[src/rtl/gpio_irq_pkg.sv]
package gpio_irq_pkg;

  // Width of the bank selector carried in the strobe struct (up to 16 banks)
  localparam int BANK_SEL_W = 4;

  // Register window for bank b starts at BANK_BASE + b * 2**BANK_SPAN_LOG2
  localparam int BANK_BASE      = 512;
  localparam int BANK_SPAN_LOG2 = 6;

  localparam logic [5:0] OFS_MASK = 6'h0C;
  localparam logic [5:0] OFS_EN   = 6'h10;
  localparam logic [5:0] OFS_DIS  = 6'h14;
  localparam logic [5:0] OFS_STS  = 6'h18;
  localparam logic [5:0] OFS_KIND = 6'h1C;
  localparam logic [5:0] OFS_SENS = 6'h20;
  localparam logic [5:0] OFS_DUAL = 6'h24;

  typedef enum logic [2:0] {
    SEL_NONE, SEL_MASK, SEL_EN, SEL_DIS, SEL_STS, SEL_KIND, SEL_SENS, SEL_DUAL
  } regSel_e;

  typedef struct packed {
    logic                  wr;
    logic [BANK_SEL_W-1:0] bank;
    regSel_e               sel;
  } accStb_t;

endpackage

[src/rtl/gpio_irq_decode.sv]
module gpio_irq_decode
  import gpio_irq_pkg::*;
#(
  parameter int ADDR_W    = 12,
  parameter int NUM_BANKS = 2
) (
  input  logic              busWe,
  input  logic [ADDR_W-1:0] busAddr,
  output accStb_t           stb
);

  localparam int BF_W = ADDR_W - BANK_SPAN_LOG2;

  logic [ADDR_W-1:0] rel;
  logic [BF_W-1:0]   bankField;
  logic              inRange;

  always_comb begin
    stb       = '0;
    rel       = busAddr - ADDR_W'(BANK_BASE);
    bankField = rel[ADDR_W-1:BANK_SPAN_LOG2];
    inRange   = (busAddr >= ADDR_W'(BANK_BASE)) && (bankField < BF_W'(NUM_BANKS));
    if (inRange) begin
      stb.bank = BANK_SEL_W'(bankField);
      case (rel[BANK_SPAN_LOG2-1:0])
        OFS_MASK: stb.sel = SEL_MASK;
        OFS_EN:   stb.sel = SEL_EN;
        OFS_DIS:  stb.sel = SEL_DIS;
        OFS_STS:  stb.sel = SEL_STS;
        OFS_KIND: stb.sel = SEL_KIND;
        OFS_SENS: stb.sel = SEL_SENS;
        OFS_DUAL: stb.sel = SEL_DUAL;
        default:  stb.sel = SEL_NONE;
      endcase
    end
    // the mask view is read-only; writes to it are dropped
    stb.wr = busWe && (stb.sel != SEL_NONE) && (stb.sel != SEL_MASK);
  end

endmodule

[src/rtl/gpio_irq_bank_array.sv]
module gpio_irq_bank_array
  import gpio_irq_pkg::*;
#(
  parameter int NUM_BANKS = 2,
  parameter int BANK_W    = 32
) (
  input  logic                        clk,
  input  logic                        rstN,
  input  accStb_t                     stb,
  input  logic [BANK_W-1:0]           wdata,
  input  logic [NUM_BANKS*BANK_W-1:0] pinIn,
  output logic [BANK_W-1:0]           rdata,
  output logic [NUM_BANKS*BANK_W-1:0] stsAll,
  output logic [NUM_BANKS*BANK_W-1:0] maskAll,
  output logic                        irqPend
);

  localparam int TOTAL_W = NUM_BANKS * BANK_W;

  logic [TOTAL_W-1:0] pinPrev;
  logic               prevValid;
  logic [TOTAL_W-1:0] kindAll, sensAll, dualAll;

  // one cycle of pin history for edge detection
  always_ff @(posedge clk or negedge rstN) begin
    if (!rstN) begin
      pinPrev   <= '0;
      prevValid <= 1'b0;
    end else begin
      pinPrev   <= pinIn;
      prevValid <= 1'b1;
    end
  end

  for (genvar b = 0; b < NUM_BANKS; b++) begin : g_bank
    localparam int LO = b * BANK_W;

    logic              hit;
    logic [BANK_W-1:0] cur, prv, rise, fall, edgeEvt, lvlEvt, evt, clrBits;
    logic [BANK_W-1:0] kindR, sensR, dualR, maskR, stsR;

    assign hit  = stb.wr && (stb.bank == BANK_SEL_W'(b));
    assign cur  = pinIn[LO +: BANK_W];
    assign prv  = pinPrev[LO +: BANK_W];
    assign rise = cur & ~prv & {BANK_W{prevValid}};
    assign fall = ~cur & prv & {BANK_W{prevValid}};

    assign edgeEvt = (dualR & (rise | fall))
                   | (~dualR & ((sensR & rise) | (~sensR & fall)));
    assign lvlEvt  = ~(cur ^ sensR);
    assign evt     = (kindR & edgeEvt) | (~kindR & lvlEvt);
    assign clrBits = (hit && stb.sel == SEL_STS) ? wdata : '0;

    always_ff @(posedge clk or negedge rstN) begin
      if (!rstN) begin
        kindR <= '0;
        sensR <= '0;
        dualR <= '0;
        maskR <= '1;
        stsR  <= '0;
      end else begin
        if (hit && stb.sel == SEL_KIND) kindR <= wdata;
        if (hit && stb.sel == SEL_SENS) sensR <= wdata;
        if (hit && stb.sel == SEL_DUAL) dualR <= wdata;
        if (hit && stb.sel == SEL_EN)       maskR <= maskR & ~wdata;
        else if (hit && stb.sel == SEL_DIS) maskR <= maskR | wdata;
        // a fresh event outranks a same-cycle clear
        stsR <= (stsR & ~clrBits) | evt;
      end
    end

    assign kindAll[LO +: BANK_W] = kindR;
    assign sensAll[LO +: BANK_W] = sensR;
    assign dualAll[LO +: BANK_W] = dualR;
    assign maskAll[LO +: BANK_W] = maskR;
    assign stsAll[LO +: BANK_W]  = stsR;
  end

  always_comb begin
    rdata = '0;
    for (int b = 0; b < NUM_BANKS; b++) begin
      if (stb.bank == BANK_SEL_W'(b)) begin
        case (stb.sel)
          SEL_MASK: rdata = maskAll[b*BANK_W +: BANK_W];
          SEL_STS:  rdata = stsAll[b*BANK_W +: BANK_W];
          SEL_KIND: rdata = kindAll[b*BANK_W +: BANK_W];
          SEL_SENS: rdata = sensAll[b*BANK_W +: BANK_W];
          SEL_DUAL: rdata = dualAll[b*BANK_W +: BANK_W];
          default:  rdata = '0;
        endcase
      end
    end
  end

  assign irqPend = |(stsAll & ~maskAll);

endmodule

[src/rtl/gpio_irq_unit.sv]
module gpio_irq_unit
  import gpio_irq_pkg::*;
#(
  parameter int NUM_BANKS = 2,
  parameter int BANK_W    = 32,
  parameter int ADDR_W    = 12
) (
  input  logic                        clk,
  input  logic                        rstN,
  input  logic                        busWe,
  input  logic [ADDR_W-1:0]           busAddr,
  input  logic [BANK_W-1:0]           busWdata,
  output logic [BANK_W-1:0]           busRdata,
  input  logic [NUM_BANKS*BANK_W-1:0] pinIn,
  output logic                        irqOut
);

  accStb_t                     stb;
  logic [NUM_BANKS*BANK_W-1:0] stsAll;
  logic [NUM_BANKS*BANK_W-1:0] maskAll;

  gpio_irq_decode #(.ADDR_W(ADDR_W), .NUM_BANKS(NUM_BANKS)) u_decode (
    .busWe   (busWe),
    .busAddr (busAddr),
    .stb     (stb)
  );

  gpio_irq_bank_array #(.NUM_BANKS(NUM_BANKS), .BANK_W(BANK_W)) u_banks (
    .clk     (clk),
    .rstN    (rstN),
    .stb     (stb),
    .wdata   (busWdata),
    .pinIn   (pinIn),
    .rdata   (busRdata),
    .stsAll  (stsAll),
    .maskAll (maskAll),
    .irqPend (irqOut)
  );

endmodule

[config.mk]
export PLATFORM = sky130hd
export DESIGN_NAME = gpio_irq_unit
export DESIGN_NICKNAME = d
export VERILOG_FILES = /design/src/rtl/gpio_irq_pkg.sv /design/src/rtl/gpio_irq_decode.sv /design/src/rtl/gpio_irq_bank_array.sv /design/src/rtl/gpio_irq_unit.sv
export SDC_FILE = /design/constraint.sdc
export NUM_CORES = 1
export LEC_CHECK = 0
export BUFFER_PORTS_ARGS = -buffer_cell sky130_fd_sc_hd__buf_2
export CAP_MARGIN = 40
export CORE_AREA = 2 2 204 206
export CTS_CLUSTER_SIZE = 28
export DETAILED_ROUTE_END_ITERATION = 10
export DIE_AREA = 0 0 206 208
export PLACE_DENSITY = 0.78
export SLEW_MARGIN = 20
export SYNTH_ARGS = -nofsm -noshare
export SYNTH_HDL_FRONTEND = slang
export SYNTH_SLANG_ARGS = --single-unit
[constraint.sdc]
create_clock -name clk -period 1.83 [get_ports clk]
set_input_delay 0 -clock clk [delete_from_list [all_inputs] [get_ports clk]]
set_output_delay 0 -clock clk [all_outputs]
set_load 0.01 [all_outputs]
Word-level counts from Yosys, hierarchy flattened
Index checks and enable logic that the tools add are counted.

Output and inout bits: 33. Register bits after elaboration: 385. Input port bits: 111. Logic and storage cells: 120.

Reductions and logical operators: 22. Muxes and demuxes: 12. $lt $le $gt $ge: 2. Add/sub/neg operators: 1. Bitwise gates (word level): 55. Equality and inequality tests: 16.

Operators with widths (number): 32-bit AND (24); 32-bit NOT (15); 32-bit bitwise OR (12); 32-bit one-hot mux with 5 select lines (2); 32-bit two-way mux (8); 64-bit AND (1); 64-bit NOT (1); 64-bit OR reduction (1); 32-bit XOR (2); 6-bit by 5-bit == test with 1-bit output, second input constant (4); 3-bit one-hot mux with 7 select lines (1); 1-bit logical AND (17); 3-bit == test, second input constant (4); 6-bit == test, second input constant (2); 12-bit by 10-bit >= comparator with 1-bit output, second input constant (1); 12-bit by 10-bit subtractor with 12-bit output, second input constant (1); 7-bit two-way mux (1); 3-bit by 2-bit == test with 1-bit output, second input constant (2); 6-bit by 4-bit == test with 1-bit output, second input constant (1); 6-bit by 2-bit less-than comparator with 1-bit output, second input constant (1); 4-bit by 1-bit == test with 1-bit output, second input constant (1); 4-bit logical NOT (1); 2-bit nonzero test (2); 3-bit by 1-bit == test with 1-bit output, second input constant (1); 2 further kinds (2).

Logic depth before layout (Yosys ltp)
Gate-level depths: netlist of the first run.

Depth after elaboration: 13. Mapped depth: 9. Gate-level depth less buffers: 7.

Cells and area by module
A second synthesis of the first run with hierarchy kept.

Cells, all modules: 1757. Area, all modules: 20169.3 um2.

By module, submodules not included: gpio_irq_bank_array (instances 1, area an instance 20005.4 um2, cells an instance 1736, seq. area each 9714.3 um2); gpio_irq_decode (instances 1, area an instance 163.9 um2, cells an instance 21, seq. area each 0.0 um2).

Worst setup path before layout of the first run
No wires, ideal clock.

Kind: input -> register. Start: input busAddr[9]. End: register u_banks.g_bank[1].sensR[11]. Stages: 8. Required time: 1705 ps. Arrival: 1842 ps. Setup time: 125 ps. Buffers on the path: 1. Slack: -137 ps. Path through: inv_1 -> ha_1 -> nand4bb_1 -> nor3_2 -> nand3_1 -> nor4_4 -> buf_4 -> mux2_2.

Cells in the longest elaborated chain, start to end: 9. Elaborated cells on any way between the ends: 13. Classes of those cells: add/sub: 1; order compare: 2; eq/ne: 3; mux: 1; reduce/logical: 6.

RTL lines: start, declared (line gpio_irq_unit.sv:11) `input logic [ADDR_W-1:0] busAddr,`; 12-bit by 10-bit subtractor with 12-bit output (line gpio_irq_decode.sv:20) `rel = busAddr - ADDR_W'(BANK_BASE);`; 6-bit by 2-bit less-than comparator with 1-bit output (line gpio_irq_decode.sv:22) `inRange = (busAddr >= ADDR_W'(BANK_BASE)) && (bankField < BF_W'(NUM_BANKS));`; 1-bit logical AND (line gpio_irq_decode.sv:22); 7-bit two-way mux * (line gpio_irq_decode.sv:23) `if (inRange) begin`; 3-bit nonzero test (line gpio_irq_decode.sv:37) `stb.wr = busWe && (stb.sel != SEL_NONE) && (stb.sel != SEL_MASK);`; 1-bit logical AND (2 in series) (line gpio_irq_decode.sv:37); 1-bit logical AND (line gpio_irq_bank_array.sv:42) `assign hit = stb.wr && (stb.bank == BANK_SEL_W'(b));`; 1-bit logical AND * (line gpio_irq_bank_array.sv:63) `if (hit && stb.sel == SEL_SENS) sensR <= wdata;`; end signal, assigned (line gpio_irq_bank_array.sv:63); end, declared (line gpio_irq_bank_array.sv:40) `logic [BANK_W-1:0] kindR, sensR, dualR, maskR, stsR;`.

Every way passes the cells marked *; elsewhere a longest branch is shown, timed or not. A chain may end at the register's enable or synchronous reset.

==> results of run 1 <==
==> stage by stage <==
step / instance area [um^2] / power (mW) / hold WS (ns) / std cells / setup TNS (ns)
final: 26800 / 19.4 / 0.0108 / 2832 / -4.12
after global routing: 26800 / 19.9 / 0.0345 / 2832 / -5.16
after CTS: 26200 / 19.3 / 0.0141 / 2808 / -3.23
after detailed placement: 22700 / 9.97 / -0.158 / 2594 / -94.59
after global placement: 22700 / 9.93 / -0.155 / 2594 / -80.61
after floorplan: 20200 / 9.29 / -0.296 / 1873 / 0
==> logic make-up (layout without fill, tap and decap cells) <==
| family | count (synthesis) | in the layout |
|---|---|---|
| compound gates | 576 | 576 |
| flops | 385 | 385 |
| simple gates | 332 | 332 |
| mux | 316 | 316 |
| buf+inv | 194 | 621 |
| xor+xnor | 68 | 68 |
| fa+ha+maj | 1 | 1 |
| other cells | 1 | 1 |
==> report_power, final <==
part           leakage [nW]  internal, mW  switching [mW]  total [mW]
registers              4.66          8.60          0.0448        8.64
logic                  6.73         0.605           0.882        1.49
clock network         0.734          5.59            3.64        9.23
total                  12.1          14.8            4.57        19.4
==> layout by cell type, fill, tap and decap left out, drive strengths merged, types with 7 or more instances in the layout <==
master         n
dlygate4sd3   98
nand2        174
a21o          24
nor3b         66
a221oi        36
a31oi          8
o22ai         98
o21ai         15
or2           41
a211oi        12
xor2          65
buf          372
clkbuf        71
mux2         264
mux2i         52
nand3          7
dfstp         64
a22oi         36
inv           67
a21oi        279
nor2          14
a22o          19
clkinv         8
dfrtp        321
nor4           7
a31o          32
==> metal layers <==
metal / up-vias / GRT usage / routed length [um]
li1: 7653 / - / -
met1: 9166 / 0.412 / 27100
met2: 1136 / 0.517 / 34000
met3: 308 / 0.0711 / 7270
met4: 0 / 0.182 / 4290
met5: - / 0 / 0
==> critical path: cells and delay by family (launching register included) <==
kind | cells | cell delay, ns
AND/OR/NAND/NOR | 2 | 0.71
flip-flops | 1 | 0.57
AO/OA/AOI/OAI | 2 | 0.39
buffers and inverters | 1 | 0.15
==> final timing paths <==
kind                            cells after the start  slack [ns]                         end
worst max-delay path                                5       -0.56                      irqOut
worst min-delay path                                3        0.01         u_banks.pinPrev[51]
worst max register to register                      6        0.43   u_banks.g_bank[0].stsR[0]
worst min register to register                      1        0.54  u_banks.g_bank[0].dualR[5]
max in group asynchronous                           3        0.66         u_banks.pinPrev[14]
min in group clk                                    2        0.12         u_banks.pinPrev[21]
==> layout make-up <==
type / instances / area [um^2]
Clock inverter: 12 / 189
Clock buffer: 68 / 1300
Multi-Input combinational cell: 1294 / 10500
Inverter: 68 / 260
Fill cell: 2822 / 13800
Timing Repair Buffer: 473 / 4110
Tap cell: 532 / 666
Sequential cell: 385 / 9720
==> repair_timing <==
item | CTS | global route
cloned | 3 | 4
endpoints found under the setup margin | 33 | 33
hold endpoints to repair | 737 | 0
hold buffers | 98 | 0
pin swaps | 62 | 56
buffers inserted | 39 | 28
resized for setup | 148 | 82
==> flow_results.xml, run 1 <==
<?xml version="1.0" encoding="UTF-8"?>
<metrics>
  <group name="worst_setup_path">
    <metric name="worstPathRequired" unit="ns">1.83</metric>
    <metric name="setup.worst_path.class" unit="">reg -&gt; out</metric>
    <metric name="critPathSlowestCell" unit="">sky130_fd_sc_hd__or4_4</metric>
    <metric name="worstSetupStartpointType" unit="">flip-flop</metric>
    <metric name="worst-path-max-fanout" unit="">2</metric>
    <metric name="r2r-start" unit="">u_banks.g_bank[0].dualR[0]</metric>
    <metric name="arrival" unit="ns">2.39</metric>
    <metric name="timing.critical_path.cells" unit="">o22ai_4 -&gt; a221oi_4 -&gt; nand3_1 -&gt; or4_4 -&gt; buf_6</metric>
    <metric name="crit_path_max_incr_delay" unit="ns">0.59</metric>
    <metric name="critical_path.endpoint_type" unit="">primary output</metric>
  </group>
  <group name="logic_synthesis">
    <metric name="synth_seq_cells" unit="">385</metric>
    <metric name="synth_cell_types" unit="">65</metric>
    <metric name="post_synthesis_net_count" unit="">1985</metric>
    <metric name="synth_seq_area_share" unit="">0.483</metric>
    <metric name="synth.top_cell.area_share" unit="">0.399</metric>
    <metric name="ys_dominant_reg_cell" unit="">sky130_fd_sc_hd__dfrtp_1</metric>
    <metric name="synth_enable_flop_cells" unit="">0</metric>
    <metric name="synthTopCellsByArea" unit="">sky130_fd_sc_hd__dfrtp_1 (40%), sky130_fd_sc_hd__mux2_2 (11%), sky130_fd_sc_hd__dfstp_2 (8.4%)</metric>
    <metric name="synth_compound_area_frac" unit="">0.180</metric>
    <metric name="yosys.cell_count.top_type" unit="">sky130_fd_sc_hd__dfrtp_1</metric>
    <metric name="synthesis.instances" unit="">1873</metric>
    <metric name="yosys_warnings" unit="">0</metric>
    <metric name="synthArstFlopShare" unit="">1.00</metric>
    <metric name="yosys.area_share.adder" unit="">0.000621</metric>
    <metric name="synth.largest_area_cell" unit="">sky130_fd_sc_hd__dfrtp_1</metric>
    <metric name="yosys-mux-area-fraction" unit="">0.174</metric>
    <metric name="netlist_area" unit="um^2">20100</metric>
    <metric name="netlist_top_cells_count" unit="">sky130_fd_sc_hd__dfrtp_1 (321), sky130_fd_sc_hd__a21oi_1 (278), sky130_fd_sc_hd__mux2_2 (203)</metric>
    <metric name="synth_simple_gate_area_frac" unit="">0.0897</metric>
    <metric name="yosys.area_share.xor_xnor" unit="">0.0296</metric>
    <metric name="synth.avg_cell_area" unit="um^2">10.7</metric>
    <metric name="synth_top_family_by_area" unit="">compound AO/OA/AOI/OAI gates</metric>
  </group>
  <group name="layout">
    <metric name="design.final.nets" unit="">2378</metric>
    <metric name="antenna_cells" unit="">0</metric>
    <metric name="synthToLayoutAreaGrowth" unit="%">33.1</metric>
    <metric name="finish.utilization" unit="">0.661</metric>
    <metric name="drive_gt1_frac" unit="">0.390</metric>
  </group>
  <group name="floorplanning">
    <metric name="floorplan.initialDensity" unit="">0.496</metric>
    <metric name="design.die.area" unit="um^2">42800</metric>
    <metric name="coreArea" unit="um^2">40600</metric>
    <metric name="std_cell_rows" unit="">74</metric>
    <metric name="fp.dieH" unit="um">208</metric>
    <metric name="pin_count" unit="">144</metric>
    <metric name="floorplan.die.width" unit="um">206</metric>
  </group>
  <group name="placed_design">
    <metric name="placement.io_buffers" unit="">143</metric>
    <metric name="pre_cts_slack" unit="ns">-0.432</metric>
    <metric name="place_congestion" unit="">0.964</metric>
    <metric name="detailedPlacementHpwl" unit="mm">45.2</metric>
  </group>
  <group name="global_routing">
    <metric name="grt_usage" unit="">0.326</metric>
    <metric name="grt_pass1_wl" unit="mm">107</metric>
    <metric name="grt_max_degree" unit="">123</metric>
    <metric name="number_of_global_route_vias_before_repair" unit="">18600</metric>
    <metric name="grt_remaining_overflow" unit="">0</metric>
    <metric name="grt_antenna_before_repair" unit="">0</metric>
  </group>
  <group name="run_status">
    <metric name="violations" unit="">negative setup slack</metric>
    <metric name="status" unit="">finished with violations</metric>
  </group>
  <group name="clocking">
    <metric name="clk_pin_slew" unit="ns">0.06</metric>
    <metric name="h-tree-depth" unit="">2</metric>
    <metric name="tritoncts" unit="">built</metric>
    <metric name="clk-insertion-delay-late" unit="ns">0.57</metric>
    <metric name="ctsLongestPathBuffers" unit="">3</metric>
    <metric name="tritoncts_buffer_count" unit="">44</metric>
    <metric name="cts.root.buffer_cell" unit="">sky130_fd_sc_hd__clkbuf_16</metric>
    <metric name="clkSinkCount" unit="">385</metric>
  </group>
  <group name="power_and_ir_drop">
    <metric name="ir_worst_vdd" unit="V">0.000626</metric>
    <metric name="power.leakage" unit="nW">12.1</metric>
    <metric name="powerDensity" unit="nW/um^2">723</metric>
  </group>
  <group name="drt">
    <metric name="drc_errors" unit="">0</metric>
    <metric name="drtAntennaViolNets" unit="">0</metric>
    <metric name="via_count" unit="">18300</metric>
    <metric name="avg_vias_per_cell" unit="">6.45</metric>
    <metric name="drt_first_pass_iters" unit="">6</metric>
    <metric name="detailedRoute.firstIterationViolations" unit="">1825</metric>
    <metric name="routed_wire_per_std_cell" unit="um">25.6</metric>
    <metric name="wirelength" unit="mm">72.6</metric>
  </group>
  <group name="sta">
    <metric name="final.setup.worst_slack" unit="ns">-0.563</metric>
    <metric name="post-route-min-period" unit="ns">2.39</metric>
    <metric name="final.setup_skew" unit="ns">0.0136</metric>
    <metric name="max_slew.worst_pin.slew" unit="ns">0.750</metric>
    <metric name="finalSetupViolations" unit="">32</metric>
    <metric name="grt_setup_unrepaired" unit="">yes</metric>
    <metric name="timing.slew.headroom" unit="">0.498</metric>
    <metric name="max_clock_freq" unit="MHz">418</metric>
    <metric name="timing_hold_violations_final" unit="">0</metric>
    <metric name="drv_slew" unit="">0</metric>
    <metric name="final.period_utilization" unit="">1.31</metric>
  </group>
  <group name="min_path">
    <metric name="timing.hold.worst.class" unit="">in -&gt; async</metric>
  </group>
  <group name="job">
    <metric name="maxCapViolCount" unit="">0</metric>
  </group>
</metrics>
No activity file was read; power rests on OpenSTA's default activity.
==> inputs of run 2 (changes only) <==
--- a/config.mk
+++ b/config.mk
@@ -7,11 +7,13 @@
 export LEC_CHECK = 0
 export BUFFER_PORTS_ARGS = -buffer_cell sky130_fd_sc_hd__buf_2
 export CAP_MARGIN = 40
-export CORE_AREA = 2 2 204 206
+export CELL_PAD_IN_SITES_DETAIL_PLACEMENT = 0
+export CELL_PAD_IN_SITES_GLOBAL_PLACEMENT = 1
+export CORE_AREA = 2 2 206 208
 export CTS_CLUSTER_SIZE = 28
 export DETAILED_ROUTE_END_ITERATION = 10
-export DIE_AREA = 0 0 206 208
-export PLACE_DENSITY = 0.78
+export DIE_AREA = 0 0 208 210
+export PLACE_DENSITY = 0.9
 export SLEW_MARGIN = 20
 export SYNTH_ARGS = -nofsm -noshare
 export SYNTH_HDL_FRONTEND = slang
==> flow_results.xml, run 2 (synthesis gave the netlist of run 1 again) <==
<?xml version="1.0" encoding="UTF-8"?>
<metrics>
  <group name="layout">
    <metric name="finish.cell_count_without_fillers" unit="">2844</metric>
    <metric name="finalInstanceArea" unit="um^2">26900</metric>
    <metric name="top_library_cells_by_usage_in_the_layout_fill_and_taps_aside" unit="">sky130_fd_sc_hd__dfrtp_1 (317), sky130_fd_sc_hd__a21oi_1 (272), sky130_fd_sc_hd__mux2_2 (190)</metric>
    <metric name="synthToLayoutAreaGrowth" unit="%">33.6</metric>
    <metric name="design.final.nets" unit="">2382</metric>
    <metric name="drive_gt1_frac" unit="">0.386</metric>
    <metric name="most_common_cell_after_layout_fill_and_taps_aside" unit="">sky130_fd_sc_hd__dfrtp_1</metric>
  </group>
  <group name="placed_design">
    <metric name="placement.io_buffers" unit="">143</metric>
    <metric name="detailedPlacementHpwl" unit="mm">44.7</metric>
    <metric name="post_place_instance_area" unit="um^2">22800</metric>
    <metric name="place_congestion" unit="">0.887</metric>
    <metric name="post-place-cells" unit="">2609</metric>
  </group>
  <group name="drt">
    <metric name="avg_vias_per_cell" unit="">6.23</metric>
    <metric name="drtAntennaViolNets" unit="">0</metric>
    <metric name="detailedRoute.firstIterationViolations" unit="">1533</metric>
    <metric name="drt_first_pass_iters" unit="">5</metric>
    <metric name="via_count" unit="">17700</metric>
    <metric name="routed_wire_per_std_cell" unit="um">24.5</metric>
    <metric name="drc_errors" unit="">0</metric>
    <metric name="wirelength" unit="mm">69.6</metric>
  </group>
  <group name="clocking">
    <metric name="ctsLongestPathBuffers" unit="">3</metric>
    <metric name="clk_pin_slew" unit="ns">0.06</metric>
    <metric name="tritoncts_buffer_count" unit="">42</metric>
    <metric name="clkSinkCount" unit="">385</metric>
    <metric name="clk-insertion-delay-late" unit="ns">0.57</metric>
    <metric name="cts.root.buffer_cell" unit="">sky130_fd_sc_hd__clkbuf_16</metric>
    <metric name="h-tree-depth" unit="">2</metric>
    <metric name="tritoncts" unit="">built</metric>
  </group>
  <group name="sta">
    <metric name="max_clock_freq" unit="MHz">414</metric>
    <metric name="holdWs" unit="ns">0.121</metric>
    <metric name="post-route-min-period" unit="ns">2.41</metric>
    <metric name="finalSetupViolations" unit="">31</metric>
    <metric name="max_slew.worst_pin.slew" unit="ns">0.636</metric>
    <metric name="drv_slew" unit="">0</metric>
    <metric name="timing_hold_violations_final" unit="">0</metric>
    <metric name="timing.slew.headroom" unit="">0.576</metric>
    <metric name="final.setup_skew" unit="ns">0.0124</metric>
    <metric name="final.period_utilization" unit="">1.32</metric>
    <metric name="final.setup.worst_slack" unit="ns">-0.585</metric>
    <metric name="grt_setup_unrepaired" unit="">yes</metric>
  </group>
  <group name="min_path">
    <metric name="hold_depth" unit="">2</metric>
    <metric name="timing.hold.worst.class" unit="">in -&gt; reg</metric>
    <metric name="whs_endpoint" unit="">u_banks.pinPrev[32]</metric>
    <metric name="worstHoldStart" unit="">pinIn[32]</metric>
  </group>
  <group name="floorplanning">
    <metric name="floorplan.initialDensity" unit="">0.485</metric>
    <metric name="floorplan.die.width" unit="um">208</metric>
    <metric name="fp.dieH" unit="um">210</metric>
    <metric name="std_cell_rows" unit="">75</metric>
    <metric name="coreArea" unit="um^2">41500</metric>
    <metric name="pin_count" unit="">144</metric>
    <metric name="design.die.area" unit="um^2">43700</metric>
  </group>
  <group name="worst_setup_path">
    <metric name="worstSetupStartpointType" unit="">flip-flop</metric>
    <metric name="worstPathRequired" unit="ns">1.83</metric>
    <metric name="rr_worst_depth" unit="">6</metric>
    <metric name="setup.worst_path.class" unit="">reg -&gt; out</metric>
    <metric name="r2r_endpoint" unit="">u_banks.g_bank[0].stsR[18]</metric>
    <metric name="critical_path.endpoint_type" unit="">primary output</metric>
    <metric name="r2r-start" unit="">u_banks.g_bank[0].dualR[18]</metric>
    <metric name="worst-path-max-fanout" unit="">2</metric>
    <metric name="arrival" unit="ns">2.41</metric>
    <metric name="reg2reg_setup_slack" unit="ns">0.40</metric>
  </group>
  <group name="power_and_ir_drop">
    <metric name="powerDensity" unit="nW/um^2">726</metric>
    <metric name="power.leakage" unit="nW">12.1</metric>
    <metric name="report.power.total" unit="mW">19.5</metric>
    <metric name="ir_worst_vdd" unit="V">0.000761</metric>
  </group>
  <group name="run_status">
    <metric name="violations" unit="">negative setup slack</metric>
    <metric name="status" unit="">finished with violations</metric>
  </group>
  <group name="job">
    <metric name="maxCapViolCount" unit="">0</metric>
  </group>
  <group name="global_routing">
    <metric name="grt_remaining_overflow" unit="">0</metric>
    <metric name="grt_antenna_before_repair" unit="">1</metric>
    <metric name="grt_max_degree" unit="">63</metric>
    <metric name="grt_pass1_wl" unit="mm">105</metric>
    <metric name="grt_usage" unit="">0.310</metric>
    <metric name="number_of_global_route_vias_before_repair" unit="">17900</metric>
  </group>
</metrics>
==> run 2: power by group <==
part	switching (mW)	total [mW]	internal, mW
logic	0.865	1.47	0.604
registers	0.0439	8.64	8.60
clock network	3.59	9.40	5.81
==> run 2: stage by stage <==
step,TNS (ns),setup slack (ns),utilization
6_report,-3.16,-0.585,0.648
5_1_grt,-4.02,-0.609,0.648
4_1_cts,-2.95,-0.570,0.639
3_5_place_dp,-83.82,-0.377,0.549
3_3_place_gp,-68.12,-0.361,0.549
2_1_floorplan,0,0.00301,-
==> run 2: area by class of cell <==
cell class,instances,area [um^2]
antenna,1,2.50
clock buffer,65,1320
clock inverter,13,218
fill,3029,14600
inverter,68,260
multi-input combinational,1294,10400
sequential,385,9720
tap,539,674
timing repair buffer,479,4260
==> run 2: critical path: stages (launching register included) <==
cell                       delay [ns]
sky130_fd_sc_hd__dfstp_2         0.57
sky130_fd_sc_hd__o22ai_1         0.22
sky130_fd_sc_hd__a221oi_2        0.28
sky130_fd_sc_hd__nand3_1         0.11
sky130_fd_sc_hd__or4_4           0.53
sky130_fd_sc_hd__buf_6           0.15
==> run 2: how the worst max path moves through the flow <==
| stage | to | start | slack [ns] |
|---|---|---|---|
| floorplan | u_banks.g_bank[1].sensR[11] | busAddr[9] | 0.003 |
| global placement | busRdata[7] | busAddr[1] | -0.36 |
| detailed placement | u_banks.g_bank[1].sensR[29] | busAddr[9] | -0.38 |
| CTS | irqOut | flip-flop | -0.57 |
| global route | irqOut | u_banks.g_bank[1].stsR[1] | -0.61 |
| finish | irqOut | flip-flop | -0.58 |
==> run 2: what timing repair did <==
action / in CTS / in global routing
hold buffers: 99 / 0
gates resized for setup: 154 / 58
setup buffers: 40 / 25
endpoints found under the setup margin: 33 / 35
pin swaps: 70 / 53
endpoints found under the hold margin: 722 / 0
cloned: 5 / 2
==> run 2: per-layer routing <==
| metal | track usage | up-vias | part of all wire |
|---|---|---|---|
| met5 | 0 | - | 0.00013 |
| met4 | 0.190 | 2 | 0.060 |
| met3 | 0.0632 | 278 | 0.081 |
| met2 | 0.494 | 893 | 0.47 |
| met1 | 0.389 | 8873 | 0.39 |
| li1 | - | 7676 | - |
